File: config.mk
export PLATFORM = sky130hd
export DESIGN_NAME = ldpc_iter_ctrl
export DESIGN_NICKNAME = d
export VERILOG_FILES = /design/src/rtl/ldpc_ctrl_pkg.sv /design/src/rtl/ldpc_syn_calc.sv /design/src/rtl/ldpc_iter_fsm.sv /design/src/rtl/ldpc_iter_ctrl.sv
export SDC_FILE = /design/constraint.sdc
export NUM_CORES = 1
export LEC_CHECK = 0
export ABC_AREA = 1
export BUFFER_PORTS_ARGS = -buffer_cell sky130_fd_sc_hd__buf_2
export CAP_MARGIN = 30
export CORE_MARGIN = 2
export CORE_UTILIZATION = 25
export CTS_CLUSTER_SIZE = 8
export DETAILED_ROUTE_END_ITERATION = 6
export PLACE_DENSITY = 0.54
export REMOVE_ABC_BUFFERS = 1
export SLEW_MARGIN = 10
export SYNTH_ARGS = -nofsm -noshare
export SYNTH_HDL_FRONTEND = slang
export SYNTH_SLANG_ARGS = --single-unit
File: constraint.sdc
create_clock -name clk -period 2.3 [get_ports clk]
set_clock_uncertainty 0.05 [all_clocks]
set_input_delay 0.575 -clock clk [delete_from_list [all_inputs] [get_ports clk]]
set_output_delay 0.575 -clock clk [all_outputs]
set_load 0.03 [all_outputs]
File: src/rtl/ldpc_ctrl_pkg.sv
package ldpc_ctrl_pkg;
   typedef enum logic [2:0] {
      ST_IDLE,
      ST_INIT,
      ST_HSTEP,
      ST_VSTEP,
      ST_EST,
      ST_SYN,
      ST_DONE
   } ctrl_state_t;
endpackage

File: src/rtl/ldpc_syn_calc.sv
module ldpc_syn_calc #(
   parameter int ROWS = 8,
   parameter int COLS = 12,
   parameter logic [ROWS*COLS-1:0] H_MAT = '0
) (
   input  logic [COLS-1:0] word_i,
   output logic [ROWS-1:0] syn_o
);
   for (genvar r = 0; r < ROWS; r++) begin : g_row
      assign syn_o[r] = ^(word_i & H_MAT[r*COLS +: COLS]);
   end

   // the zero word can never violate a parity row
   always_comb begin
      if (word_i == '0) begin
         zero_word_syn_chk: assert (syn_o == '0);
      end
   end
endmodule

File: src/rtl/ldpc_iter_fsm.sv
module ldpc_iter_fsm
   import ldpc_ctrl_pkg::*;
#(
   parameter int ROWS     = 8,
   parameter int COLS     = 12,
   parameter int MAX_ITER = 20,
   parameter int CNT_W    = 8
) (
   input  logic             clk,
   input  logic             rst_n,
   input  logic             start,
   input  logic             init_done,
   input  logic             h_done,
   input  logic             v_done,
   input  logic             e_done,
   input  logic [COLS-1:0]  est_word,
   input  logic [ROWS-1:0]  syn_in,
   output logic [COLS-1:0]  hd_o,
   output logic             init_go,
   output logic             h_go,
   output logic             v_go,
   output logic             e_go,
   output logic             busy,
   output logic             fin,
   output logic [COLS-1:0]  word_o,
   output logic [ROWS-1:0]  syn_o,
   output logic [CNT_W-1:0] iters_o,
   output logic             ok_o
);
   localparam logic [CNT_W-1:0] LIMIT = CNT_W'(MAX_ITER);

   if (MAX_ITER < 1 || MAX_ITER >= (1 << CNT_W)) begin : g_bad_limit
      $error("ldpc_iter_fsm: MAX_ITER out of range for CNT_W");
   end

   ctrl_state_t      state;
   logic [CNT_W-1:0] iter_q;
   logic [CNT_W-1:0] iter_nxt;
   logic [COLS-1:0]  hd_q;
   logic             syn_zero;

   assign iter_nxt = iter_q + 1'b1;
   assign syn_zero = (syn_in == '0);
   assign hd_o     = hd_q;
   assign busy     = (state != ST_IDLE);
   assign fin      = (state == ST_DONE);

   always_ff @(posedge clk) begin
      if (!rst_n) begin
         state   <= ST_IDLE;
         iter_q  <= '0;
         hd_q    <= '0;
         init_go <= 1'b0;
         h_go    <= 1'b0;
         v_go    <= 1'b0;
         e_go    <= 1'b0;
         word_o  <= '0;
         syn_o   <= '0;
         iters_o <= '0;
         ok_o    <= 1'b0;
      end else begin
         init_go <= 1'b0;
         h_go    <= 1'b0;
         v_go    <= 1'b0;
         e_go    <= 1'b0;
         case (state)
            ST_IDLE: if (start) begin
               state   <= ST_INIT;
               init_go <= 1'b1;
               iter_q  <= '0;
            end
            ST_INIT: if (init_done) begin
               state <= ST_HSTEP;
               h_go  <= 1'b1;
            end
            ST_HSTEP: if (h_done) begin
               state <= ST_VSTEP;
               v_go  <= 1'b1;
            end
            ST_VSTEP: if (v_done) begin
               state <= ST_EST;
               e_go  <= 1'b1;
            end
            ST_EST: if (e_done) begin
               state <= ST_SYN;
               hd_q  <= est_word;
            end
            ST_SYN: begin
               iter_q <= iter_nxt;
               if (syn_zero || iter_nxt == LIMIT) begin
                  state   <= ST_DONE;
                  word_o  <= hd_q;
                  syn_o   <= syn_in;
                  iters_o <= iter_nxt;
                  ok_o    <= syn_zero;
               end else begin
                  state <= ST_HSTEP;
                  h_go  <= 1'b1;
               end
            end
            ST_DONE: state <= ST_IDLE;
            default: state <= ST_IDLE;
         endcase
      end
   end


   go_onehot_chk: assert property (@(posedge clk) disable iff (!rst_n)
      $onehot0({init_go, h_go, v_go, e_go}));


   iter_range_chk: assert property (@(posedge clk) disable iff (!rst_n)
      iter_q <= LIMIT);


   ok_zero_syn_chk: assert property (@(posedge clk) disable iff (!rst_n)
      (fin && ok_o) |-> (syn_o == '0));


   fail_at_limit_chk: assert property (@(posedge clk) disable iff (!rst_n)
      (fin && !ok_o) |-> (iters_o == LIMIT && syn_o != '0));


   result_hold_chk: assert property (@(posedge clk) disable iff (!rst_n)
      1'b1 |=> (fin || ($stable(word_o) && $stable(ok_o) && $stable(iters_o))));


   start_busy_ignored_chk: assert property (@(posedge clk) disable iff (!rst_n)
      (busy && start) |=> !init_go);
endmodule

File: src/rtl/ldpc_iter_ctrl.sv
module ldpc_iter_ctrl #(
   parameter int ROWS     = 8,
   parameter int COLS     = 12,
   parameter int MAX_ITER = 20,
   parameter int CNT_W    = 8,
   parameter logic [ROWS*COLS-1:0] H_MAT = 96'h920484212049E001C0038007
) (
   input  logic             clk,
   input  logic             rst_n,
   input  logic             start,
   input  logic             init_done,
   input  logic             hstep_done,
   input  logic             vstep_done,
   input  logic             est_done,
   input  logic [COLS-1:0]  est_word,
   output logic             init_go,
   output logic             hstep_go,
   output logic             vstep_go,
   output logic             est_go,
   output logic             busy,
   output logic             fin,
   output logic [COLS-1:0]  dec_word,
   output logic [ROWS-1:0]  syndrome,
   output logic [CNT_W-1:0] iter_used,
   output logic             success
);
   if (ROWS < 1 || COLS < 1) begin : g_bad_shape
      $error("ldpc_iter_ctrl: matrix dimensions must be positive");
   end

   logic [COLS-1:0] hd_w;
   logic [ROWS-1:0] syn_w;

   ldpc_syn_calc #(
      .ROWS (ROWS),
      .COLS (COLS),
      .H_MAT(H_MAT)
   ) u_syn (
      .word_i(hd_w),
      .syn_o (syn_w)
   );

   ldpc_iter_fsm #(
      .ROWS    (ROWS),
      .COLS    (COLS),
      .MAX_ITER(MAX_ITER),
      .CNT_W   (CNT_W)
   ) u_fsm (
      .clk      (clk),
      .rst_n    (rst_n),
      .start    (start),
      .init_done(init_done),
      .h_done   (hstep_done),
      .v_done   (vstep_done),
      .e_done   (est_done),
      .est_word (est_word),
      .syn_in   (syn_w),
      .hd_o     (hd_w),
      .init_go  (init_go),
      .h_go     (hstep_go),
      .v_go     (vstep_go),
      .e_go     (est_go),
      .busy     (busy),
      .fin      (fin),
      .word_o   (dec_word),
      .syn_o    (syndrome),
      .iters_o  (iter_used),
      .ok_o     (success)
   );
endmodule

==> impl_metrics.json, run 1 <==
{
  "outcome": "complete, no violations",
  "clockBufferDepth": 2,
  "crit_path_top_delay_cell": "dfxtp_1",
  "post-cts-setup-buffers": 0,
  "rows": 36,
  "start_util": 0.256,
  "worst_pin_slew_ps": 474,
  "relSlewSlack": 0.683,
  "peakVddDrop_mv": 0.264,
  "crit_chain": "ha_1, nand3_1, o21ai_2, nand2_2, nor2_4, nand2_4, nand2_1, nand2_1, buf_4, o21ai_0, nor2_1",
  "wl_per_cell_um": 11.1,
  "path_clk_slew_ps": 100,
  "grt_max_degree": 44,
  "pin_count": 54,
  "nNetsFinal": 435,
  "crit_path_start": "u_fsm.iter_q[0]",
  "layout_commonest_cell": "nand2_1",
  "cts_tree": "yes",
  "syn_area_sq_um": 2480,
  "die_w_um": 104,
  "ant_nets": 0,
  "place.gp.congestion": 0.826,
  "avgSynthCellArea_sq_um": 6.86,
  "postSynthRegisterBits": 56,
  "die_height_um": 104,
  "numCtsBuffers": 5,
  "clock.fmax_ghz": 0.503,
  "yosys_warnings": 0,
  "worstReg2RegEnd": "u_fsm.word_o[8]",
  "final.fill_count": 1075,
  "fin_crit_ps": 1990,
  "min_period_over_period": 0.864,
  "finalHoldViolCount": 0,
  "viasPerCell": 4.25,
  "fin_util": 0.309,
  "timing.rr.start": "u_fsm.iter_q[0]",
  "area_growth_pct": 20.6,
  "track_usage": 0.114,
  "drive_gt1_frac": 0.190,
  "dieArea_sq_um": 10700,
  "setup_viol": 0,
  "leakagePower_nw": 1.30,
  "worstPathMaxFanout": 12,
  "worstPathRequired_ps": 2460,
  "layout_common_cells": "nand2_1, nor2_1, dfxtp_1",
  "wirelength_mm": 6.07,
  "num_vias": 2332,
  "yosysUniqueCellTypes": 25,
  "grt_pass1_wl_mm": 10.1,
  "synth-seq-area-share": 0.452,
  "io_buffers": 53,
  "cp-end-kind": "register",
  "r2r_slack_ps": 310,
  "slowest_delay_ps": 420,
  "tns_ps": 0,
  "place_hpwl_mm": 4.56,
  "rr_worst_depth": 11,
  "crit_type": "reg -> reg",
  "maxSlewViolCount": 0,
  "cts_resized": 0,
  "cts_max_level": 2,
  "core-area_sq_um": 9680,
  "first_pass_iters": 4,
  "drcViolationCount": 0,
  "start_kind": "register",
  "rsz0062_at_grt": "no",
  "antenna_found_initial": 0,
  "cts.sinks": 56,
  "cellPowerDensity_nw_per_um2": 733,
  "grt_pass1_vias": 2184,
  "worstHoldPathType": "reg -> reg",
  "holdBufCountCts": 0,
  "critPathMostFrequentCell": "nand2_1",
  "antennaDiodeCount": 0,
  "grt-ovfl-total": 0,
  "worstSetupEndpoint": "u_fsm.word_o[8]",
  "arrival_ps": 2140,
  "syn_inst": 362,
  "drt_iter0_markers": 110,
  "cts-root-buf": "clkbuf_8",
  "clock_latency_ps": 310,
  "maxCapViolCount": 0
}
worst max-delay path: cells and delay by family (launching register included):
| family | cells | cell delay (ps) |
|---|---|---|
| compound gates | 2 | 370 |
| fa+ha+maj | 1 | 230 |
| buf+inv | 1 | 180 |
| flops | 1 | 420 |
| simple gates | 7 | 610 |
where the power goes:
part | internal (mW) | switching (mW) | total, mW | leakage, nW
clock | 0.247 | 0.309 | 0.555 | 0.0455
combinational | 0.168 | 0.389 | 0.557 | 0.804
sequential | 1.03 | 0.0477 | 1.08 | 0.452
total | 1.45 | 0.746 | 2.19 | 1.30
cells in the mapped netlist:
library cell | count | area [sq um]
xor2_1 | 1 | 8.76
inv_1 | 24 | 90.1
o21ai_0 | 37 | 185
o21ai_2 | 1 | 8.76
nand2_1 | 98 | 368
nor3_1 | 6 | 30.0
nand3b_1 | 2 | 15.0
a21oi_4 | 1 | 16.3
buf_1 | 1 | 3.75
dfxtp_1 | 56 | 1120
nor2_2 | 1 | 6.26
a31oi_1 | 1 | 6.26
nand2_4 | 1 | 11.3
or2_2 | 1 | 6.26
nand2_2 | 4 | 25.0
buf_6 | 3 | 33.8
clkbuf_1 | 9 | 33.8
nor2_4 | 2 | 22.5
nand3_1 | 17 | 85.1
clkbuf_2 | 1 | 5.00
ha_1 | 1 | 12.5
nor2_1 | 67 | 251
inv_2 | 2 | 7.51
a21oi_1 | 24 | 120
xnor2_1 | 1 | 8.76
per-stage QoR:
| step | total power [mW] | hold WS (ps) | worst slack, ps | area [sq um] | std cells |
|---|---|---|---|---|---|
| after floorplan | 1.49 | 399 | 216 | 2410 | 348 |
| after global placement | 1.66 | 411 | 394 | 2900 | 541 |
| after detailed placement | 1.66 | 419 | 353 | 2900 | 541 |
| after CTS | 2.23 | 429 | 318 | 2990 | 549 |
| after global routing | 2.35 | 437 | 101 | 2990 | 549 |
| final | 2.19 | 433 | 313 | 2990 | 549 |
worst min path at each step:
stage,startpoint,end,slack [ps],depth (start not counted)
finish,u_fsm.word_o[0],u_fsm.word_o[0],430,2
global route,hstep_done,u_fsm.v_go,440,3
CTS,hstep_done,u_fsm.v_go,430,3
detailed placement,u_fsm.word_o[2],u_fsm.word_o[2],420,2
global placement,u_fsm.word_o[2],u_fsm.word_o[2],410,2
floorplan,u_fsm.iter_q[7],u_fsm.iter_q[7],400,2
routing by layer:
layer / track usage / up-vias / part of all wire
li1: - / 1256 / -
met1: 0.151 / 1027 / 0.51
met2: 0.178 / 40 / 0.43
met3: 0.0302 / 9 / 0.044
met4: 0.0444 / 0 / 0.021
met5: 0 / - / 0
cell type report:
cell class / count / area (sq um) / area share
Multi-Input combinational cell: 266 / 1190 / 0.397
Sequential cell: 56 / 1120 / 0.375
Timing Repair Buffer: 60 / 330 / 0.110
Tap cell: 133 / 166 / 0.0556
Inverter: 26 / 97.6 / 0.0326
Clock buffer: 8 / 90.1 / 0.0301
sequential cells by signal, indices dropped and copies added, names as in the netlist:
signal / cells
u_fsm.ok_o: 1
u_fsm.v_go: 1
u_fsm.h_go: 1
u_fsm.state: 3
u_fsm.iter_q: 8
u_fsm.word_o: 12
u_fsm.init_go: 1
u_fsm.iters_o: 8
u_fsm.hd_o: 12
u_fsm.syn_o: 8
u_fsm.e_go: 1
kinds of logic (layout without fill, tap and decap cells):
| logic type | after synthesis | count (layout) | share of synthesized area |
|---|---|---|---|
| xor+xnor | 2 | 2 | 0.00706 |
| compound gates | 64 | 64 | 0.136 |
| flops | 56 | 56 | 0.452 |
| buf+inv | 40 | 94 | 0.0701 |
| simple gates | 199 | 199 | 0.331 |
| fa+ha+maj | 1 | 1 | 0.00504 |
(Power assumes the default switching activity.)
==> run 2, diff against run 1 <==
Settings changed: CORE_ASPECT_RATIO set to 0.8, PLACE_DENSITY 0.54 to 0.55.
Clock period 2.3 ns to 1.65 ns, I/O delays scaled along.
==> run 2 against run 1 <==
  * Non-clock buffer count rose by 54
  * Utilization up 7.8 points
  * The flow now finishes with violations (negative setup slack)
  * First-iteration DRC count is 35% lower
  * Count of clock-buffer cells in the layout decreased by 2
  * Fmax increased by 9.0%
  * Register-to-register slack lost 490 ps
==> impl_metrics.json, run 2 (same netlist as run 1, synthesis figures left out) <==
{
  "peakVddDrop_mv": 0.586,
  "dr_wl_met3_um": 273,
  "netSwitchingFraction": 0.328,
  "crit_chain": "buf_4, nand2_4, nor2_4, nand2_1, nand2_1, nand2_2, nor2_4, nand2_4, a21oi_4, buf_12, clkbuf_16, nand2_2, nand2_1, nor2_1",
  "finalHoldViolCount": 0,
  "r2r_slack_ps": -170,
  "leakagePower_nw": 1.67,
  "relSlewSlack": 0.664,
  "worstReg2RegEnd": "u_fsm.syn_o[4]",
  "worst_pin_slew_ps": 503,
  "dieArea_sq_um": 10700,
  "cts-root-buf": "clkbuf_16",
  "area_growth_pct": 50.3,
  "fin_util": 0.387,
  "multi_input_comb_area_sq_um": 1350,
  "pwr-share-clk": 0.279,
  "num_vias": 2596,
  "final.fill_count": 1016,
  "start_util": 0.257,
  "wl_per_cell_um": 11.9,
  "slowest_delay_ps": 350,
  "nNetsFinal": 489,
  "violations": "negative setup slack",
  "worstSetupEndpoint": "u_fsm.syn_o[4]",
  "timing.rr.start": "u_fsm.iter_q[1]",
  "first_pass_iters": 4,
  "crit_path_top_delay_cell": "dfxtp_2",
  "grt_max_degree": 26,
  "critPathMostFrequentCell": "nand2_1",
  "min_period_over_period": 1.10,
  "track_usage": 0.135,
  "maxSlewViolCount": 0,
  "maxCapViolCount": 0,
  "place_inst": 585,
  "cts_tree": "yes",
  "cts.sinks": 56,
  "comb_power_share": 0.297,
  "die_height_um": 93.1,
  "rr_worst_depth": 14,
  "place.gp.congestion": 0.872,
  "drive_gt1_frac": 0.420,
  "start_kind": "register",
  "cp-end-kind": "register",
  "clock.fmax_ghz": 0.549,
  "grt-ovfl-total": 0,
  "clockBufferDepth": 2,
  "route.met2.wl_mm": 3.17,
  "worstPathMaxFanout": 7,
  "grt_pass1_vias": 2492,
  "core-area_sq_um": 9650,
  "pin_count": 54,
  "setup_viol": 29,
  "crit_path_start": "u_fsm.iter_q[1]",
  "io_buffers": 53,
  "hold_slack_ps": 318,
  "place_hpwl_mm": 5.19,
  "worstPathRequired_ps": 1780,
  "layout_common_cells": "nand2_1, nor2_1, buf_2",
  "path_clk_slew_ps": 70,
  "dp_worst_setup_slack_ps": -231,
  "intPower_mw": 2.42,
  "drt_iter0_markers": 72,
  "arrival_ps": 1950,
  "worstHoldPathType": "in -> reg",
  "outcome": "complete, but fails checks",
  "cellPowerDensity_nw_per_um2": 966,
  "clock_latency_ps": 280,
  "instances_no_fill": 605,
  "antennaDiodeCount": 0,
  "p_switching_mw": 1.18,
  "rows": 32,
  "crit_type": "reg -> reg",
  "layout_setup_ws_ps": -172,
  "viasPerCell": 4.29,
  "cts_max_level": 2,
  "met1Wirelength_mm": 3.68,
  "p_total_mw": 3.60,
  "layout_commonest_cell": "nand2_1",
  "die_w_um": 115,
  "pwr-share-seq": 0.423,
  "ant_nets": 0,
  "drcViolationCount": 0,
  "fin_crit_ps": 1820,
  "top_layer_used": "met4",
  "grt_pass1_wl_mm": 11.7,
  "seq_area_sq_um": 1150,
  "numCtsBuffers": 5,
  "wirelength_mm": 7.22,
  "antenna_found_initial": 0,
  "rsz0062_at_grt": "yes"
}
[run 2: area by class of cell]
type	instances	area share
multi-input combinational	266	0.363
sequential	56	0.309
timing repair buffer	114	0.220
tap	136	0.0456
clock buffer	6	0.0345
inverter	26	0.0275
clock inverter	1	0.00134
[run 2: metrics by stage]
step                      setup TNS (ps)  instance area, sq um
after global routing               -6850                  3730
after detailed placement           -5350                  3210
after global placement             -4310                  3210
after floorplan                   -10260                  2410
after CTS                          -2260                  3600
final                              -3080                  3730
[run 2: worst max-delay path, delay by kind of cell (launching register included)]
family | cells | cell delay (ps)
simple gates | 10 | 680
buf+inv | 3 | 440
flops | 1 | 350
compound gates | 1 | 180
[run 2: power by group through the flow]
stage | Combinational [mW] | Clock [mW] | Sequential, mW
2_1_floorplan | 0.464 | 0 | 1.62
3_3_place_gp | 0.912 | 0 | 1.54
3_5_place_dp | 0.919 | 0 | 1.54
4_1_cts | 1.01 | 1.05 | 1.51
5_1_grt | 1.18 | 1.11 | 1.54
6_report | 1.07 | 1.01 | 1.53
[run 2: worst min path at each step]
| stage | startpoint | endpoint | slack, ps | depth (start not counted) |
|---|---|---|---|---|
| floorplan | u_fsm.iter_q[7] | u_fsm.iter_q[7] | 400 | 2 |
| detailed placement | u_fsm.iters_o[7] | u_fsm.iters_o[7] | 420 | 2 |
| finish | hstep_done | u_fsm.v_go | 320 | 3 |
| CTS | hstep_done | u_fsm.v_go | 310 | 3 |
| global placement | u_fsm.iter_q[7] | u_fsm.iter_q[7] | 410 | 2 |
| global route | hstep_done | u_fsm.v_go | 320 | 3 |
[run 2: timing repair]
| item | 4_1_cts | 5_1_grt |
|---|---|---|
| setup endpoints to repair | 31 | 35 |
| buffers inserted | 6 | 7 |
| gates resized for setup | 65 | 41 |
| gates cloned | 2 | 1 |
| pin swaps | 9 | 25 |
| hold buffers | 0 | 0 |
[run 2: metal layers]
metal / up-vias / GRT usage
met5: - / 0
met4: 0 / 0.0392
met3: 8 / 0.0279
met2: 49 / 0.205
met1: 1175 / 0.194
li1: 1364 / -
==> run 3, diff against run 2 <==
Settings changed: CORE_MARGIN 2 to not set.
==> run 3 against run 2 <==
  * Hold slack worse by 14 ps
  * Highest routed layer unchanged
  * Cell count up 0.17%
  * Critical path depth down 2
  * The flow still finishes with violations (negative setup slack)
  * Flip-flop and latch count unchanged
  * Critical endpoint is now u_fsm.syn_o[0]
  * Utilization up 0.47 points
  * Non-clock buffer count unchanged
  * Largest cell class unchanged
  * Critical path type unchanged
  * Sequential share of layout area down 0.40 points
  * Design area up 1.2%
  * Global-route usage up 1.6 points
  * Power up 2.5%
  * Largest power group unchanged
==> impl_metrics.json, run 3 (same netlist as run 1, synthesis figures left out) <==
{
  "track_usage": 0.151,
  "placement.cell_area_sq_um": 3200,
  "worst_pin_slew_ps": 498,
  "num_vias": 2672,
  "cp-end-kind": "register",
  "die_w_um": 113,
  "fin_util": 0.391,
  "violations": "negative setup slack",
  "area_growth_pct": 52.1,
  "clock.fmax_ghz": 0.550,
  "worstPathMaxFanout": 5,
  "wirelength_mm": 7.79,
  "hold_slack_ps": 304,
  "rows": 32,
  "drt_iter0_markers": 114,
  "fin_area_sq_um": 3780,
  "start_kind": "register",
  "antennaDiodeCount": 0,
  "viasPerCell": 4.41,
  "core-area_sq_um": 9650,
  "p_total_mw": 3.69,
  "layout_common_cells": "nand2_1, buf_2, nor2_1",
  "clockBufferDepth": 2,
  "leakagePower_nw": 1.70,
  "finalHoldViolCount": 0,
  "cts_tree": "yes",
  "crit_type": "reg -> reg",
  "drive_gt1_frac": 0.421,
  "drcViolationCount": 0,
  "setup_viol": 30,
  "final.fill_count": 1029,
  "holdBufCountCts": 0,
  "dieArea_sq_um": 10300,
  "peakVddDrop_mv": 0.399,
  "cts_max_level": 2,
  "grt_pass1_vias": 2612,
  "grt-ovfl-total": 0,
  "place_inst": 582,
  "cts-root-buf": "clkbuf_16",
  "path_clk_slew_ps": 70,
  "seq_area_sq_um": 1150,
  "tns_ps": -3660,
  "first_pass_iters": 4,
  "antenna_found_initial": 0,
  "instances_no_fill": 606,
  "layout_setup_ws_ps": -170,
  "die_height_um": 91.1,
  "fin_crit_ps": 1820,
  "place.gp.congestion": 0.860,
  "maxSlewViolCount": 0,
  "grt_pass1_wl_mm": 12.2,
  "maxCapViolCount": 0,
  "cellPowerDensity_nw_per_um2": 978,
  "pin_count": 54,
  "cts.sinks": 56,
  "dp_worst_setup_slack_ps": -267,
  "numCtsBuffers": 5,
  "clock_latency_ps": 300,
  "io_buffers": 53,
  "place_hpwl_mm": 5.00,
  "min_period_over_period": 1.10,
  "layout_commonest_cell": "nand2_1",
  "rsz0062_at_grt": "yes",
  "relSlewSlack": 0.668,
  "multi_input_comb_area_sq_um": 1360,
  "wl_per_cell_um": 12.8,
  "outcome": "complete, but fails checks",
  "worstPathRequired_ps": 1790,
  "nNetsFinal": 489,
  "ant_nets": 0,
  "start_util": 0.257,
  "grt_max_degree": 26,
  "worstHoldPathType": "in -> reg",
  "arrival_ps": 1960
}
run 3: changes by cell type in the layout (fill, tap and decap cells not counted), sizes merged:
cell,before,now
clkbuf,7,9
clkinv,1,0
run 3: metal layers:
metal  global-route usage  wire length [um]  up-vias
met5                    0                 0        -
met4               0.0471               127        0
met3               0.0360               334       15
met2                0.243              3530       68
met1                0.200              3800     1227
li1                     -                 -     1362
run 3: cell type report:
type | count | area share
tap | 136 | 0.0451
clock buffer | 8 | 0.0388
multi-input combinational | 266 | 0.360
timing repair buffer | 114 | 0.226
inverter | 26 | 0.0258
sequential | 56 | 0.305
run 3: path summary, 6_finish.rpt:
check	slack, ps	from	endpoint	cells past startpoint
max	-170	u_fsm.iter_q[0]	u_fsm.syn_o[0]	12
min	300	hstep_done	u_fsm.v_go	3
max reg2reg	-170	u_fsm.iter_q[0]	u_fsm.syn_o[0]	12
min reg2reg	420	u_fsm.syn_o[1]	u_fsm.syn_o[1]	2
run 3: worst max-delay path, stage by stage, from the launching register on:
cell and delay, ps:
dfxtp_4 370, ha_4 150, nand3_4 90, o21ai_2 130
nand2_2 100, nor2_4 130, nand2_4 70, a21oi_4 200
buf_6 150, buf_8 130, nand2_2 60, nand2_2 50
nor2_1 40
run 3: where the power goes:
part	leakage, nW	switching [mW]	internal (mW)
Clock	0.0712	0.482	0.608
Combinational	1.17	0.659	0.430
Sequential	0.460	0.0711	1.44
Total	1.70	1.21	2.48
run 3: what timing repair did:
action / CTS / global route
resized for setup: 47 / 62
setup endpoints to repair: 31 / 41
pin swaps: 14 / 28
cloned: 4 / 2
buffers inserted: 8 / 6
hold endpoints to repair: 0 / 0
